[src/rtl/txg_pkg.sv]
package txg_pkg;
   typedef logic [1:0] sp_code_t;

   localparam sp_code_t SP_WHOLE = 2'd3;
   localparam int unsigned SP_LEVELS = 3;

   function automatic int unsigned sp_bytes(input int unsigned base, input int unsigned code);
      return base << code;
   endfunction
endpackage

[src/rtl/txg_cfg.sv]
module txg_cfg
   import txg_pkg::*;
(
   input  logic     clk,
   input  logic     rst_n,
   input  logic     soft_rst,
   input  logic     stopped,
   input  logic     suspended,
   input  logic     no_ext_mem,
   input  logic     wr,
   input  sp_code_t wr_code,
   input  logic     wr_guard,
   output sp_code_t code_q,
   output logic     guard_q,
   output logic     guard_eff
);
   logic guard_open;
   assign guard_open = stopped | suspended;

   always_ff @(posedge clk or negedge rst_n) begin
      if (!rst_n) begin
         code_q <= '0;
      end else if (wr) begin
         code_q <= wr_code;
      end
   end

   always_ff @(posedge clk or negedge rst_n) begin
      if (!rst_n) begin
         guard_q <= 1'b0;
      end else if (soft_rst) begin
         guard_q <= 1'b0;
      end else if (wr && guard_open) begin
         guard_q <= wr_guard;
      end
   end

   assign guard_eff = guard_q & ~no_ext_mem;

   AST_GUARD_LOCKED: assert property (@(posedge clk) disable iff (!rst_n)
      (!soft_rst && !(wr && guard_open)) |=> $stable(guard_q));
   AST_SOFT_CLEARS_GUARD: assert property (@(posedge clk) disable iff (!rst_n)
      soft_rst |=> !guard_q);
endmodule

[src/rtl/txg_thresh.sv]
module txg_thresh
   import txg_pkg::*;
#(
   parameter int unsigned OCC_W      = 12,
   parameter int unsigned BASE_BYTES = 64
) (
   input  logic [OCC_W-1:0] level,
   input  sp_code_t         code,
   input  logic             fetched,
   input  logic             guard_eff,
   output logic             ready
);
   localparam int unsigned MAX_BYTES = sp_bytes(BASE_BYTES, SP_LEVELS - 1);
   localparam int unsigned NEED_W    = $clog2(MAX_BYTES + 1);

   if (OCC_W < NEED_W) begin : g_bad_width
      $error("txg_thresh: OCC_W too narrow for the largest start point");
   end
   if (BASE_BYTES == 0) begin : g_bad_base
      $error("txg_thresh: BASE_BYTES must be non-zero");
   end

   logic [SP_LEVELS-1:0] hit;

   for (genvar i = 0; i < SP_LEVELS; i++) begin : g_level
      localparam logic [OCC_W-1:0] LIMIT = OCC_W'(sp_bytes(BASE_BYTES, i));
      assign hit[i] = (level >= LIMIT);
   end

   always_comb begin
      if (code == SP_WHOLE) begin
         ready = guard_eff | fetched;
      end else begin
         ready = hit[code];
      end
   end
endmodule

[src/rtl/txg_gate.sv]
module txg_gate (
   input  logic clk,
   input  logic rst_n,
   input  logic soft_rst,
   input  logic ready,
   input  logic guard_eff,
   input  logic fetch_done,
   input  logic frame_end,
   output logic tx_start,
   output logic fetched_q
);
   logic armed_q;
   logic cond;
   logic fire;

   assign cond = ready & (~guard_eff | fetched_q);
   assign fire = armed_q & cond & ~tx_start;

   always_ff @(posedge clk or negedge rst_n) begin
      if (!rst_n) begin
         tx_start  <= 1'b0;
         armed_q   <= 1'b1;
         fetched_q <= 1'b0;
      end else if (soft_rst) begin
         tx_start  <= 1'b0;
         armed_q   <= 1'b1;
         fetched_q <= 1'b0;
      end else begin
         tx_start <= fire;
         if (frame_end) begin
            armed_q <= 1'b1;
         end else if (fire) begin
            armed_q <= 1'b0;
         end
         if (fire) begin
            fetched_q <= 1'b0;
         end else if (fetch_done) begin
            fetched_q <= 1'b1;
         end
      end
   end

   AST_ONE_CYCLE_START: assert property (@(posedge clk) disable iff (!rst_n)
      tx_start |=> !tx_start);
   AST_GUARD_NEEDS_FETCH: assert property (@(posedge clk) disable iff (!rst_n)
      (guard_eff && !fetched_q) |=> !tx_start);
   AST_FETCH_FLAG_CLEARED: assert property (@(posedge clk) disable iff (!rst_n)
      tx_start |-> !fetched_q);
endmodule

[src/rtl/tx_start_gate.sv]
module tx_start_gate
   import txg_pkg::*;
#(
   parameter int unsigned OCC_W      = 12,
   parameter int unsigned BASE_BYTES = 64
) (
   input  logic             clk,
   input  logic             rst_n,
   input  logic             soft_rst,
   input  logic             stopped,
   input  logic             suspended,
   input  logic             no_ext_mem,
   input  logic             cfg_wr,
   input  logic [1:0]       cfg_start_code,
   input  logic             cfg_guard_en,
   input  logic [OCC_W-1:0] fifo_level,
   input  logic             fetch_done,
   input  logic             frame_end,
   output logic             tx_start,
   output logic [1:0]       start_code_rd,
   output logic             guard_en_rd
);
   sp_code_t code_q;
   logic     guard_q;
   logic     guard_eff;
   logic     ready;
   logic     fetched_q;

   txg_cfg u_cfg (
      .clk       (clk),
      .rst_n     (rst_n),
      .soft_rst  (soft_rst),
      .stopped   (stopped),
      .suspended (suspended),
      .no_ext_mem(no_ext_mem),
      .wr        (cfg_wr),
      .wr_code   (cfg_start_code),
      .wr_guard  (cfg_guard_en),
      .code_q    (code_q),
      .guard_q   (guard_q),
      .guard_eff (guard_eff)
   );

   txg_thresh #(
      .OCC_W     (OCC_W),
      .BASE_BYTES(BASE_BYTES)
   ) u_thresh (
      .level    (fifo_level),
      .code     (code_q),
      .fetched  (fetched_q),
      .guard_eff(guard_eff),
      .ready    (ready)
   );

   txg_gate u_gate (
      .clk       (clk),
      .rst_n     (rst_n),
      .soft_rst  (soft_rst),
      .ready     (ready),
      .guard_eff (guard_eff),
      .fetch_done(fetch_done),
      .frame_end (frame_end),
      .tx_start  (tx_start),
      .fetched_q (fetched_q)
   );

   assign start_code_rd = code_q;
   assign guard_en_rd   = guard_q;

   AST_CODE3_NEEDS_FETCH: assert property (@(posedge clk) disable iff (!rst_n)
      (code_q == SP_WHOLE && !fetched_q && !soft_rst) |=> !tx_start);
endmodule

[config.mk]
export PLATFORM = sky130hd
export DESIGN_NAME = tx_start_gate
export DESIGN_NICKNAME = d
export VERILOG_FILES = /design/src/rtl/txg_pkg.sv /design/src/rtl/txg_cfg.sv /design/src/rtl/txg_thresh.sv /design/src/rtl/txg_gate.sv /design/src/rtl/tx_start_gate.sv
export SDC_FILE = /design/constraint.sdc
export NUM_CORES = 1
export LEC_CHECK = 0
export BUFFER_PORTS_ARGS = -buffer_cell sky130_fd_sc_hd__clkbuf_2
export CAP_MARGIN = 30
export CORE_AREA = 2 2 39 41
export CTS_BUF_LIST = sky130_fd_sc_hd__clkbuf_8
export DETAILED_ROUTE_END_ITERATION = 7
export DIE_AREA = 0 0 41 43
export SLEW_MARGIN = 20
export SYNTH_ARGS = -nofsm -noshare
export SYNTH_HDL_FRONTEND = slang
export SYNTH_SLANG_ARGS = --single-unit
[constraint.sdc]
create_clock -name clk -period 1 [get_ports clk]
set_input_delay 0.1 -clock clk [delete_from_list [all_inputs] [get_ports clk]]
set_output_delay 0.1 -clock clk [all_outputs]
set_load 0.005 [all_outputs]
# Word-level counts from Yosys, hierarchy flattened
# Cells that the tools add are included.
classes:
  n_bitwise: 10
  mux: 12
  n_lt_le_gt_ge: 4
  reduce_logical: 4
  n_eq_ne: 1
op_table:
  columns: ["cell", "count"]
  rows:
  - ["$ge A12 B7 Y1 const B", 1]
  - ["$ge A12 B8 Y1 const B", 1]
  - ["$ge A12 B9 Y1 const B", 1]
  - ["$mux W1", 11]
  - ["$reduce_bool A3 Y1", 2]
  - ["$and A1 B1 Y1", 4]
  - ["$lt A2 B3 Y1 const B", 1]
  - ["$not A1 Y1", 3]
  - ["$or A1 B1 Y1", 3]
  - ["$bmux W1 S2", 1]
  - ["$eq A2 B2 Y1 const B", 1]
  - ["$reduce_bool A2 Y1", 1]
  - ["$logic_and A1 B1 Y1", 1]
word_totals:
  output_inout_bits: 4
  regBits: 6

# Longest topological paths before layout
# Gate-level depths: netlist (run 1).
depth:
  ltp_word: 10
  depth_mapped: 4
  ltp_nobuf: 4

# Cells and area by module
# From an unflattened synthesis (run 1), not the netlist that was laid out.
unflattened:
  cells_unflattened: 29
  hier_area_um2: 305.3
by_module_without_submodules:
  columns: ["mod", "instances", "area_per_inst_um2", "seq_area_each_um2", "cells_per_inst"]
  rows:
  - ["txg_cfg", 1, 131.4, 75.1, 10]
  - ["txg_gate", 1, 125.1, 76.3, 11]
  - ["txg_thresh", 1, 48.8, 0.0, 8]

# Worst setup path after synthesis (run 1)
# OpenSTA, ideal clock, no wires.
synth_path:
  path_kind: "reg2reg"
  start: "register u_cfg.code_q[1]"
  end: "register u_gate.fetched_q"
  setup_slack_ns: -0.031
  n_path_buf: 0
  arrival_time_ns: 0.935
  setup_time_ns: 0.096
  path_stages_with_launch: 5
  required_ns: 0.904
  synth_period_minus_slack_ns: 1.031
  cell_sequence: "dfrtp_1 nand2_1 a21oi_1 nor2_1 a311oi_2"
synth_via:
  elab_chain_cells: 8
  word_cells_on_any_way: 10
synth_rtl:
  columns: ["element", "line", "source"]
  rows:
  - ["from (decl)", "txg_cfg.sv:13", "output sp_code_t code_q,"]
  - ["from (signal assigned)", "txg_cfg.sv:24", "code_q <= wr_code;"]
  - ["$bmux W1 S2", "txg_thresh.sv:34", "ready = hit[code];"]
  - ["$mux W1 (not written as such)", "txg_thresh.sv:34", null]
  - ["$mux W1 *", "txg_thresh.sv:31", "if (code == SP_WHOLE) begin"]
  - ["$and A1 B1 Y1 *", "txg_gate.sv:16", "assign cond = ready & (~guard_eff | fetched_q);"]
  - ["$and A1 B1 Y1 * (2 in a row)", "txg_gate.sv:17", "assign fire = armed_q & cond & ~tx_start;"]
  - ["$mux W1", "txg_gate.sv:35", "if (fire) begin"]
  - ["$mux W1", "txg_gate.sv:24", "end else if (soft_rst) begin"]
  - ["to (signal assigned)", "txg_gate.sv:23", "fetched_q <= 1'b0;"]
  - ["to (signal assigned)", "txg_gate.sv:27", "fetched_q <= 1'b0;"]
  - ["to (signal assigned)", "txg_gate.sv:36", "fetched_q <= 1'b0;"]
  - ["to (decl)", "txg_gate.sv:10", "output logic fetched_q"]
# Mark *: on every way between the ends. The rest lies on a longest branch, timed or not. The select of a mux whose other input is x is not followed.
# A chain may end at the register's enable or synchronous reset.

# Final worst setup path (run 1)
layout_path:
  start: "register u_cfg.guard_q"
  end: "register u_gate.fetched_q"
layout_via:
  elab_chain_cells: 8
  word_cells_on_any_way: 11
layout_rtl:
  columns: ["element", "line", "source"]
  rows:
  - ["from (decl)", "txg_cfg.sv:14", "output logic guard_q,"]
  - ["from (signal assigned)", "txg_cfg.sv:34", "guard_q <= wr_guard;"]
  - ["$and A1 B1 Y1 *", "txg_cfg.sv:38", "assign guard_eff = guard_q & ~no_ext_mem;"]
  - ["$or A1 B1 Y1 / $not A1 Y1 (equally long branches)", "txg_thresh.sv:32, txg_gate.sv:16", null]
  - ["$mux W1 / $or A1 B1 Y1 (equally long branches)", "txg_thresh.sv:31, txg_gate.sv:16", null]
  - ["$and A1 B1 Y1 *", "txg_gate.sv:16", null]
  - ["$and A1 B1 Y1 * (2 in a row)", "txg_gate.sv:17", null]
  - ["$mux W1", "txg_gate.sv:35", null]
  - ["$mux W1", "txg_gate.sv:24", null]
# Mark *: on every way between the ends. The rest lies on a longest branch, timed or not.

==> results of run 1 <==
## layout make-up
class / instances / area [um^2] / share of cell area [%]
tap: 16 / 20.0 / 3.76
clock inverter: 1 / 3.75 / 0.704
multi-input combinational: 19 / 168 / 31.5
timing repair buffer: 26 / 145 / 27.2
sequential: 6 / 151 / 28.4
inverter: 1 / 3.75 / 0.704
clock buffer: 3 / 41.3 / 7.75
## cells in the final DEF, fill, tap and decap left out
master and count:
nor2_1 2, dlygate4sd3_1 1, buf_4 4, a311oi_2 1, clkbuf_2 21, nand2_1 1, nor2_2 1, mux2_2 1
a21oi_4 1, and4b_1 1, dfrtp_1 5, nand2b_1 1, mux2i_1 1, nand2_2 1, inv_2 1, o21ai_0 2
nor4_2 1, a21oi_2 1, nor3_1 1, dfstp_2 1, nor4_4 1, a21oi_1 1, clkbuf_8 3, o211ai_2 1
inv_1 1
## critical path: stages (launching register included)
cell and delay (ns):
dfrtp_1 0.33, nand2b_1 0.11, a21oi_4 0.19, nor2_2 0.06, a311oi_2 0.24
## state kept, by name, summed over array words and instances, names as in the netlist
| register | cells |
|---|---|
| u_gate.tx_start | 1 |
| u_cfg.code_q | 2 |
| u_gate.armed_q | 1 |
| u_cfg.guard_q | 1 |
| u_gate.fetched_q | 1 |
## repair_timing
| item | 4_1_cts | 5_1_grt |
|---|---|---|
| endpoints found under the hold margin | 6 | 0 |
| hold buffers | 1 | 0 |
| buffers inserted | 1 | 0 |
| pin swaps | 2 | 2 |
| resized for setup | 2 | 3 |
| setup endpoints to repair | 2 | 3 |
## per-stage QoR
step / instance area, um^2 / setup WS [ns] / hold WS, ns / util [%] / setup TNS, ns
3_5_place_dp: 450 / -0.0570 / -0.0667 / 32.5 / -0.0986
2_1_floorplan: 303 / 0.00463 / -0.196 / - / 0
6_report: 533 / -0.0326 / 0.0753 / 38.5 / -0.0595
5_1_grt: 533 / -0.0926 / 0.0874 / 38.5 / -0.185
4_1_cts: 517 / -0.0502 / 0.0747 / 37.3 / -0.0919
3_3_place_gp: 450 / -0.0397 / -0.0618 / 32.5 / -0.0777
## how the worst max path moves through the flow
| stage | startpoint | to | slack, ns | depth (start not counted) |
|---|---|---|---|---|
| after floorplan | u_cfg.code_q[1]$_DFFE_PN0P_ | u_gate.fetched_q$_DFFE_PN0P_ | 0.005 | 4 |
| after global placement | u_cfg.code_q[0]$_DFFE_PN0P_ | u_gate.tx_start$_DFF_PN0_ | -0.04 | 4 |
| final | u_cfg.guard_q$_DFFE_PN0P_ | u_gate.fetched_q$_DFFE_PN0P_ | -0.03 | 4 |
| after CTS | u_cfg.code_q[0]$_DFFE_PN0P_ | u_gate.tx_start$_DFF_PN0_ | -0.05 | 4 |
| after detailed placement | u_cfg.code_q[0]$_DFFE_PN0P_ | u_gate.tx_start$_DFF_PN0_ | -0.06 | 4 |
| after global routing | u_cfg.code_q[0]$_DFFE_PN0P_ | u_gate.tx_start$_DFF_PN0_ | -0.09 | 4 |
## layer usage
layer	GRT usage (%)	up-vias	share of wire (%)
met2	15.6	13	54
met1	8.85	149	36
met5	0	-	0
li1	-	156	-
met3	4.71	0	10
met4	6.00	0	0
## power groups by stage
stage	Clock (mW)	Sequential [mW]	Combinational, mW
after floorplan	0	0.295	0.0515
after global placement	0	0.295	0.134
after detailed placement	0	0.297	0.137
after CTS	0.378	0.295	0.148
after global routing	0.394	0.301	0.172
final	0.368	0.298	0.155
## cells by family after synthesis
kind of cell / Yosys count / synth area share (%)
and+or+nand+nor: 10 / 22.8
AOI/OAI and AO/OA: 7 / 17.7
buffers and inverters: 1 / 1.26
muxes: 2 / 7.17
DFF: 6 / 51.1
==> summary.md, run 1 <==
| Metric | Value |
|---|---|
| R2R Setup Slk | -0.03 ns |
| Yosys reg bits | 6 |
| Post-detailed-route DRC marker count | 0 |
| Synthesized area per cell | 11.4 um^2 |
| Drt first pass iters | 1 |
| Max-slew headroom | 86.2% |
| Synth async-reset ratio | 100% |
| Worst EP required | 1.12 ns |
| CTS buffer count | 3 |
| Net count after synthesis | 50 |
| Outcome | finished, violations left |
| Final worst slack | -0.0326 ns |
| WL final | a little over 700 um |
| Hold crit path type | in -> reg |
| GRT Overall Usage | under 10% |
| Final net count | 81 |
| Row cnt | 14 |
| Hold Path Depth | 3 |
| CP endpoint kind | flop |
| Final Max Tran Viols | 0 |
| Antenna violations before repair | 0 |
| Ratio of final minimum period to clock period | 103% |
| Port bufs | 21 |
| Clk pwr share | roughly 45% |
| Synth top area share | 42.2% |
| Setup crit start kind | flop |
| Ratio of cells with drive above 1 in the final layout | between 60% and 70% |
| Global placer's final weighted congestion | 0.569 |
| DR vias | 318 |
| Combinational share of power | 18.9% |
| Sw Ratio | roughly a quarter |
| Clock sink count | 6 |
| EDFF count, synth | 0 |
| Vias in the first global route | around 280 |
| Leading area contributor after synthesis | dfrtp_1 |
| Chip width | just over 40 um |
| Pwr Total | 821 uW |
| # fillers | 135 |
| CP arrival | 1.16 ns |
| Mapped Cells | 26 |
| Final Non-Filler Cells | just over 70 |
| Layout area overhead | 79.7% |
| Worst Hold End | u_cfg.code_q[0]$_DFFE_PN0P_ |
| Failing checks | negative setup slack |
| Final antenna-violating net count | 0 |
| Internal | 624 uW |
| Post-Syn Area | slightly below 300 um^2 |
| Period minus WS final | 1.03 ns |
| Initial Utilization | 21.4% |
| Clock latency on the worst-skew pair | around 0.22 ns |
| Gr ovfl total | 0 |
| Clk buf depth | 2 |
| RR Startpoint | u_cfg.guard_q$_DFFE_PN0P_ |
| Most frequent cell after synthesis | dfrtp_1 |
| Power Dens Cells | 1540 mW/mm^2 |
| Clock-pin slew on the worst setup and hold paths | 0.04 ns |
| Largest net degree at the start of global routing | 7 |
| Initial drt markers | 0 |
| Seq/Total Area, Yosys | 51.1% |
| R2R depth | 4 |
| Yosys warns | 0 |
| Via density | 4.42 |
| Placed insts | 66 |
| Post-synth top flop | dfrtp_1 |
| First-pass GRT wire length | 1060 um |
| Cell variety after synth | 16 |
| Leakage power | about 0.26 nW |
| WS Path Type | reg -> reg |
| Total die area | 0.00176 mm^2 |
| CP Max Fanout | 2 |
| Reg-to-reg endpoint | u_gate.fetched_q$_DFFE_PN0P_ |
| H-tree lvl count | 1 |
| Num ports | 28 |
| Final Hold Viols | 0 |
| Routed wire length per instance | about 10 um |
| DP HPWL | 615 um |
| Unrepaired setup endpoints after global routing | yes |
| Max Cap Viol | 0 |
| Area of the core | 0.00138 mm^2 |
| Sw power | 197 uW |
| HP Start | cfg_start_code[0] |
| F_max | around 0.97 GHz |
| Ranking of synthesized cells by area | dfrtp_1 42%, dfstp_2 8.9%, nor4_4 7.2% |
| Worst-Margin Slew | slightly above 0.2 ns |
| Clock Tree Root | clkbuf_8 |
| Synth cell count leaders | 5 x dfrtp_1, 3 x a21oi_1, 3 x nor2_1 |
| CTS tree | done |
| Diodes inserted | 0 |
| Final setup viols | 2 |
| Max Clock Skew | 0.00797 ns |
| Register share of total power | 36.3% |
| Max rail drop VDD | 0.511 mV |
| Die height | about 43 um |
Note: power is estimated with default switching activity, not from simulation.
==> run 2: changes to the inputs <==
- HOLD_SLACK_MARGIN: unset -> 0.02
- clock period: 1 -> 1.05 ns (I/O delays scaled with it)
==> summary.md, run 2 (same netlist as run 1, synthesis figures left out) <==
| Metric | Value |
|---|---|
| Worst Setup SP | u_cfg.code_q[0]$_DFFE_PN0P_ |
| Leakage power | roughly 0.26 nW |
| Routed wire length per instance | between 10 and 15 um |
| Final worst slack | ~0.015 ns |
| Period minus WS final | 1.03 ns |
| Unrepaired setup endpoints after global routing | yes |
| Hold crit path type | in -> reg |
| Final Non-Filler Cells | 72 |
| Worst-Margin Slew | 0.213 ns |
| Area of the core | 0.00138 mm^2 |
| Outcome | completed |
| WL final | 777 um |
| Clock latency on the worst-skew pair | ~0.23 ns |
| Post-detailed-route DRC marker count | 0 |
| Placement Setup Slack | -0.0237 ns |
| Clock-pin slew on the worst setup and hold paths | 0.04 ns |
| Largest register FFs | 2 |
| First-pass GRT wire length | 1180 um |
| Max-slew headroom | 85.6% |
| Ratio of final minimum period to clock period | 98.5% |
| Row cnt | 14 |
| Util after Layout | 38.4% |
| Pwr Total | 788 uW |
| Max Clock Skew | 0.00841 ns |
| Final Max Tran Viols | 0 |
| CTS buffer count | 3 |
| Diodes inserted | 0 |
| CP Max Fanout | 3 |
| Placement Cell Area | ~440 um^2 |
| Clk buf depth | 2 |
| Gr ovfl total | 0 |
| DP HPWL | 578 um |
| Drt first pass iters | 2 |
| Power Dens Cells | 1480 mW/mm^2 |
| Worst EP required | roughly 1.2 ns |
| Setup TNS | 0 ns |
| Most common cell after layout, fill and taps aside | clkbuf_2 |
| Final net count | 81 |
| Biggest register | u_cfg.code_q |
| Final setup viols | 0 |
| R2R depth | 4 |
| H-tree lvl count | 1 |
| Final antenna-violating net count | 0 |
| Max rail drop VDD | ~0.60 mV |
| # fillers | 152 |
| Final hold slack | 0.101 ns |
| Worst setup endpoint | u_gate.tx_start$_DFF_PN0_ |
| Antenna violations before repair | 0 |
| Most frequent cells in the layout | 21 x clkbuf_2, 5 x dfrtp_1, 4 x buf_4 |
| R2R Setup Slk | 0.02 ns |
| Hold Path Depth | 3 |
| Total die area | ~0.0018 mm^2 |
| Setup crit start kind | flop |
| WS Path Type | reg -> reg |
| Global placer's final weighted congestion | 0.661 |
| Port bufs | 21 |
| Clock sink count | 6 |
| F_max | between 0.9 and 1 GHz |
| CP arrival | around 1.2 ns |
| GRT Overall Usage | 10.4% |
| Clock Tree Root | clkbuf_8 |
| Reg-to-reg endpoint | u_gate.tx_start$_DFF_PN0_ |
| Largest net degree at the start of global routing | 7 |
| Ratio of cells with drive above 1 in the final layout | 66.1% |
| Initial drt markers | 3 |
| Die height | 43 um |
| CP endpoint kind | flop |
| RR Startpoint | u_cfg.code_q[0]$_DFFE_PN0P_ |
| Final Hold Viols | 0 |
| Initial Utilization | 21.4% |
| Layout area overhead | 79.3% |
| Num ports | 28 |
| Chip width | 41 um |
| Vias in the first global route | around 280 |
| CTS tree | done |
| Max Cap Viol | 0 |
| Final instance area | 532 um^2 |
| Via density | 4.46 |
| DR vias | 321 |
| Placed insts | 66 |
## run 2: worst min-delay path by stage
stage	startpoint	to	slack, ns
global route	cfg_start_code[0]	u_cfg.code_q[0]$_DFFE_PN0P_	0.15
floorplan	rst_n	u_cfg.code_q[0]$_DFFE_PN0P_	-0.19
detailed placement	rst_n	u_cfg.guard_q$_DFFE_PN0P_	-0.06
CTS	soft_rst	u_gate.fetched_q$_DFFE_PN0P_	0.10
global placement	rst_n	u_cfg.guard_q$_DFFE_PN0P_	-0.06
finish	cfg_start_code[0]	u_cfg.code_q[0]$_DFFE_PN0P_	0.10
## run 2: layer usage
layer  routed length [um]  GRT usage (%)  vias up
li1                     -              -      157
met3                   69           3.14        0
met5                    0              0        -
met2                  406           14.1       14
met4                    0           8.00        0
met1                  302           13.2      150
## run 2: area by class of cell
class,count,area [um^2],area share (%)
Multi-Input combinational cell,19,166,31.3
Sequential cell,6,151,28.5
Clock inverter,1,3.75,0.706
Timing Repair Buffer,26,145,27.3
Clock buffer,3,41.3,7.76
Inverter,1,3.75,0.706
Tap cell,16,20.0,3.76
## run 2: worst max-delay path, cell delays in order, from the launching register on
cell and delay (ns):
dfrtp_1 0.38, inv_1 0.08, a21oi_2 0.14, o211ai_2 0.12, and4b_1 0.21
## run 2: report_power, final
group          switching, mW  internal, mW  total (mW)
Sequential            0.0219         0.259       0.281
Combinational         0.0660        0.0836       0.150
Clock                  0.106         0.252       0.358
Total                  0.194         0.594       0.788
## run 2: what timing repair did
action	4_1_cts	5_1_grt
endpoints found under the hold margin	6	0
buffers inserted	0	1
hold buffers	1	0
setup endpoints to repair	1	3
pin swaps	1	3
resized for setup	1	4
==> run 3: changes to the inputs <==
--- a/config.mk
+++ b/config.mk
@@ -13,6 +13,8 @@
 export DIE_AREA = 0 0 41 43
 export HOLD_SLACK_MARGIN = 0.02
+export PLACE_DENSITY_LB_ADDON = 0.2
 export SLEW_MARGIN = 20
 export SYNTH_ARGS = -nofsm -noshare
 export SYNTH_HDL_FRONTEND = slang
 export SYNTH_SLANG_ARGS = --single-unit
+export TNS_END_PERCENT = 10
==> constraint.sdc (replaced) <==
create_clock -name clk -period 1.05 [get_ports clk]
set_input_delay 0.21 -clock clk [delete_from_list [all_inputs] [get_ports clk]]
set_output_delay 0.21 -clock clk [all_outputs]
set_load 0.005 [all_outputs]
==> summary.md, run 3 (same netlist as run 1, synthesis figures left out) <==
| Metric | Value |
|---|---|
| Chip width | ~41 um |
| Die height | between 40 and 50 um |
| Stages on the worst setup path | 4 |
| Drt first pass iters | 1 |
| Largest net degree at the start of global routing | 7 |
| Failing checks | negative setup slack |
| Final instance area | 531 um^2 |
| F_max | 0.947 GHz |
| Max-slew headroom | roughly 86% |
| Most common cell after layout, fill and taps aside | clkbuf_2 |
| Max rail drop VDD | 0.655 mV |
| DR vias | a little over 300 |
| Hold Path Depth | 3 |
| Initial Utilization | 21.4% |
| Port bufs | 21 |
| Layout area overhead | 78.9% |
| CP arrival | 1.21 ns |
| Clock Tree Root | clkbuf_8 |
| Initial drt markers | 0 |
| WL final | 747 um |
| Post-CTS Setup Bufs | 0 |
| R2R depth | 4 |
| Cells along the critical path | inv_2 -> a21oi_2 -> o211ai_2 -> and4b_1 |
| Clock sink count | 6 |
| CP bufs+invs | 1 |
| Final net count | 81 |
| Ratio of cells with drive above 1 in the final layout | 67.9% |
| Final antenna-violating net count | 0 |
| CTS tree | done |
| Placement Setup Slack | -0.0697 ns |
| GRT Overall Usage | 9.03% |
| CP Max Fanout | 3 |
| Worst EP required | 1.20 ns |
| Unrepaired setup endpoints after global routing | yes |
| Crit-path slowest cell | dfrtp_1 |
| Crit-path max cell delay | 0.40 ns |
| Area of the core | 0.00138 mm^2 |
| Diodes inserted | 0 |
| CP delay by family, top | flip-flops |
| Setup crit start kind | flop |
| CTS buffer count | 3 |
| Biggest register | u_cfg.code_q |
| Clock-pin slew on the worst setup and hold paths | 0.04 ns |
| Worst-Margin Slew | 0.211 ns |
| Clock latency on the worst-skew pair | 0.22 ns |
| Global placer's final weighted congestion | between 0.6 and 0.7 |
| H-tree lvl count | 1 |
| Total die area | 0.00176 mm^2 |
| Hold crit path type | in -> reg |
| Placement Cell Area | 452 um^2 |
| Max Clock Skew | 0.00437 ns |
| Vias in the first global route | 278 |
| Antenna violations before repair | 0 |
| Leakage power | about 0.26 nW |
| DP HPWL | 590 um |
| Num ports | 28 |
| WS Path Type | reg -> reg |
| Power Dens Cells | 1470 mW/mm^2 |
| Row cnt | 14 |
| Final setup viols | 1 |
| Gr ovfl total | 0 |
| Outcome | finished, violations left |
| Routed wire length per instance | 10.4 um |
| Max Cap Viol | 0 |
| Clk buf depth | 2 |
| Most frequent cells in the layout | 21 x clkbuf_2, 5 x dfrtp_1, 3 x nor2_1, 3 x clkbuf_8 |
| Post-detailed-route DRC marker count | 0 |
| Period minus WS final | 1.06 ns |
| Ratio of final minimum period to clock period | 101% |
| Via density | 4.32 |
| Final Hold Viols | 0 |
| Largest register FFs | 2 |
| Final Max Tran Viols | 0 |
| First-pass GRT wire length | roughly 1100 um |
| CP endpoint kind | flop |
| Final worst slack | -0.00578 ns |
-- run 3: cell types whose count changed in the layout (fill, tap and decap cells not counted) --
cell	change
buf_4	-2
buf_6	+2
inv_1	-1
inv_2	+1
nor4_2	+1
nor4_4	-1
-- run 3: layout make-up --
type                       count  area (um^2)
fill                         142          853
timing repair buffer          26          153
sequential                     6          151
clock buffer                   3         41.3
clock inverter                 1         3.75
tap                           16         20.0
inverter                       1         3.75
multi-input combinational     19          158
-- run 3: through the flow --
stage	std cells	setup TNS [ns]	hold slack (ns)	util, %	power, mW
after CTS	72	-0.0114	0.222	37.2	0.784
after global placement	67	-0.0822	0.0443	32.6	0.411
after global routing	72	-0.160	0.230	38.3	0.826
after floorplan	26	0	-0.0856	-	0.325
final	72	-0.00578	0.222	38.3	0.779
after detailed placement	67	-0.115	0.0453	32.6	0.412
-- run 3: power breakdown --
part / switching, mW / total [mW] / internal [mW]
combinational: 0.0630 / 0.148 / 0.0851
sequential: 0.0211 / 0.280 / 0.259
clock: 0.0998 / 0.351 / 0.251
-- run 3: worst reg2reg max path, cell delays in order, from the launching register on --
cell and delay, ns:
dfrtp_1 0.40, inv_2 0.07, a21oi_2 0.05, o211ai_2 0.23, and4b_1 0.23
-- run 3: worst paths after layout --
path | start | end | slack, ns
max | u_cfg.code_q[0]$_DFFE_PN0P_ | u_gate.tx_start$_DFF_PN0_ | -0.006
min | cfg_start_code[0] | u_cfg.code_q[0]$_DFFE_PN0P_ | 0.22
max reg2reg | u_cfg.code_q[0]$_DFFE_PN0P_ | u_gate.tx_start$_DFF_PN0_ | -0.006
min reg2reg | u_gate.armed_q$_DFFE_PN1P_ | u_gate.armed_q$_DFFE_PN1P_ | 0.58
max in group asynchronous | rst_n | u_gate.armed_q$_DFFE_PN1P_ | 0.47
min in group asynchronous | rst_n | u_cfg.guard_q$_DFFE_PN0P_ | 0.35
-- run 3: repair_timing --
action | CTS | global route
endpoints found under the hold margin | 5 | 0
hold buffers | 1 | 0
setup endpoints to repair | 2 | 5
pin swaps | 2 | 5
gates cloned | 0 | 0
resized for setup | 2 | 5
-- run 3: per-layer routing --
layer / vias up / global-route usage, % / part of all wire, %
li1: 156 / - / -
met1: 138 / 9.97 / 40
met2: 17 / 14.7 / 48
met3: 0 / 3.14 / 11
met4: 0 / 4.00 / 0
met5: - / 0 / 0
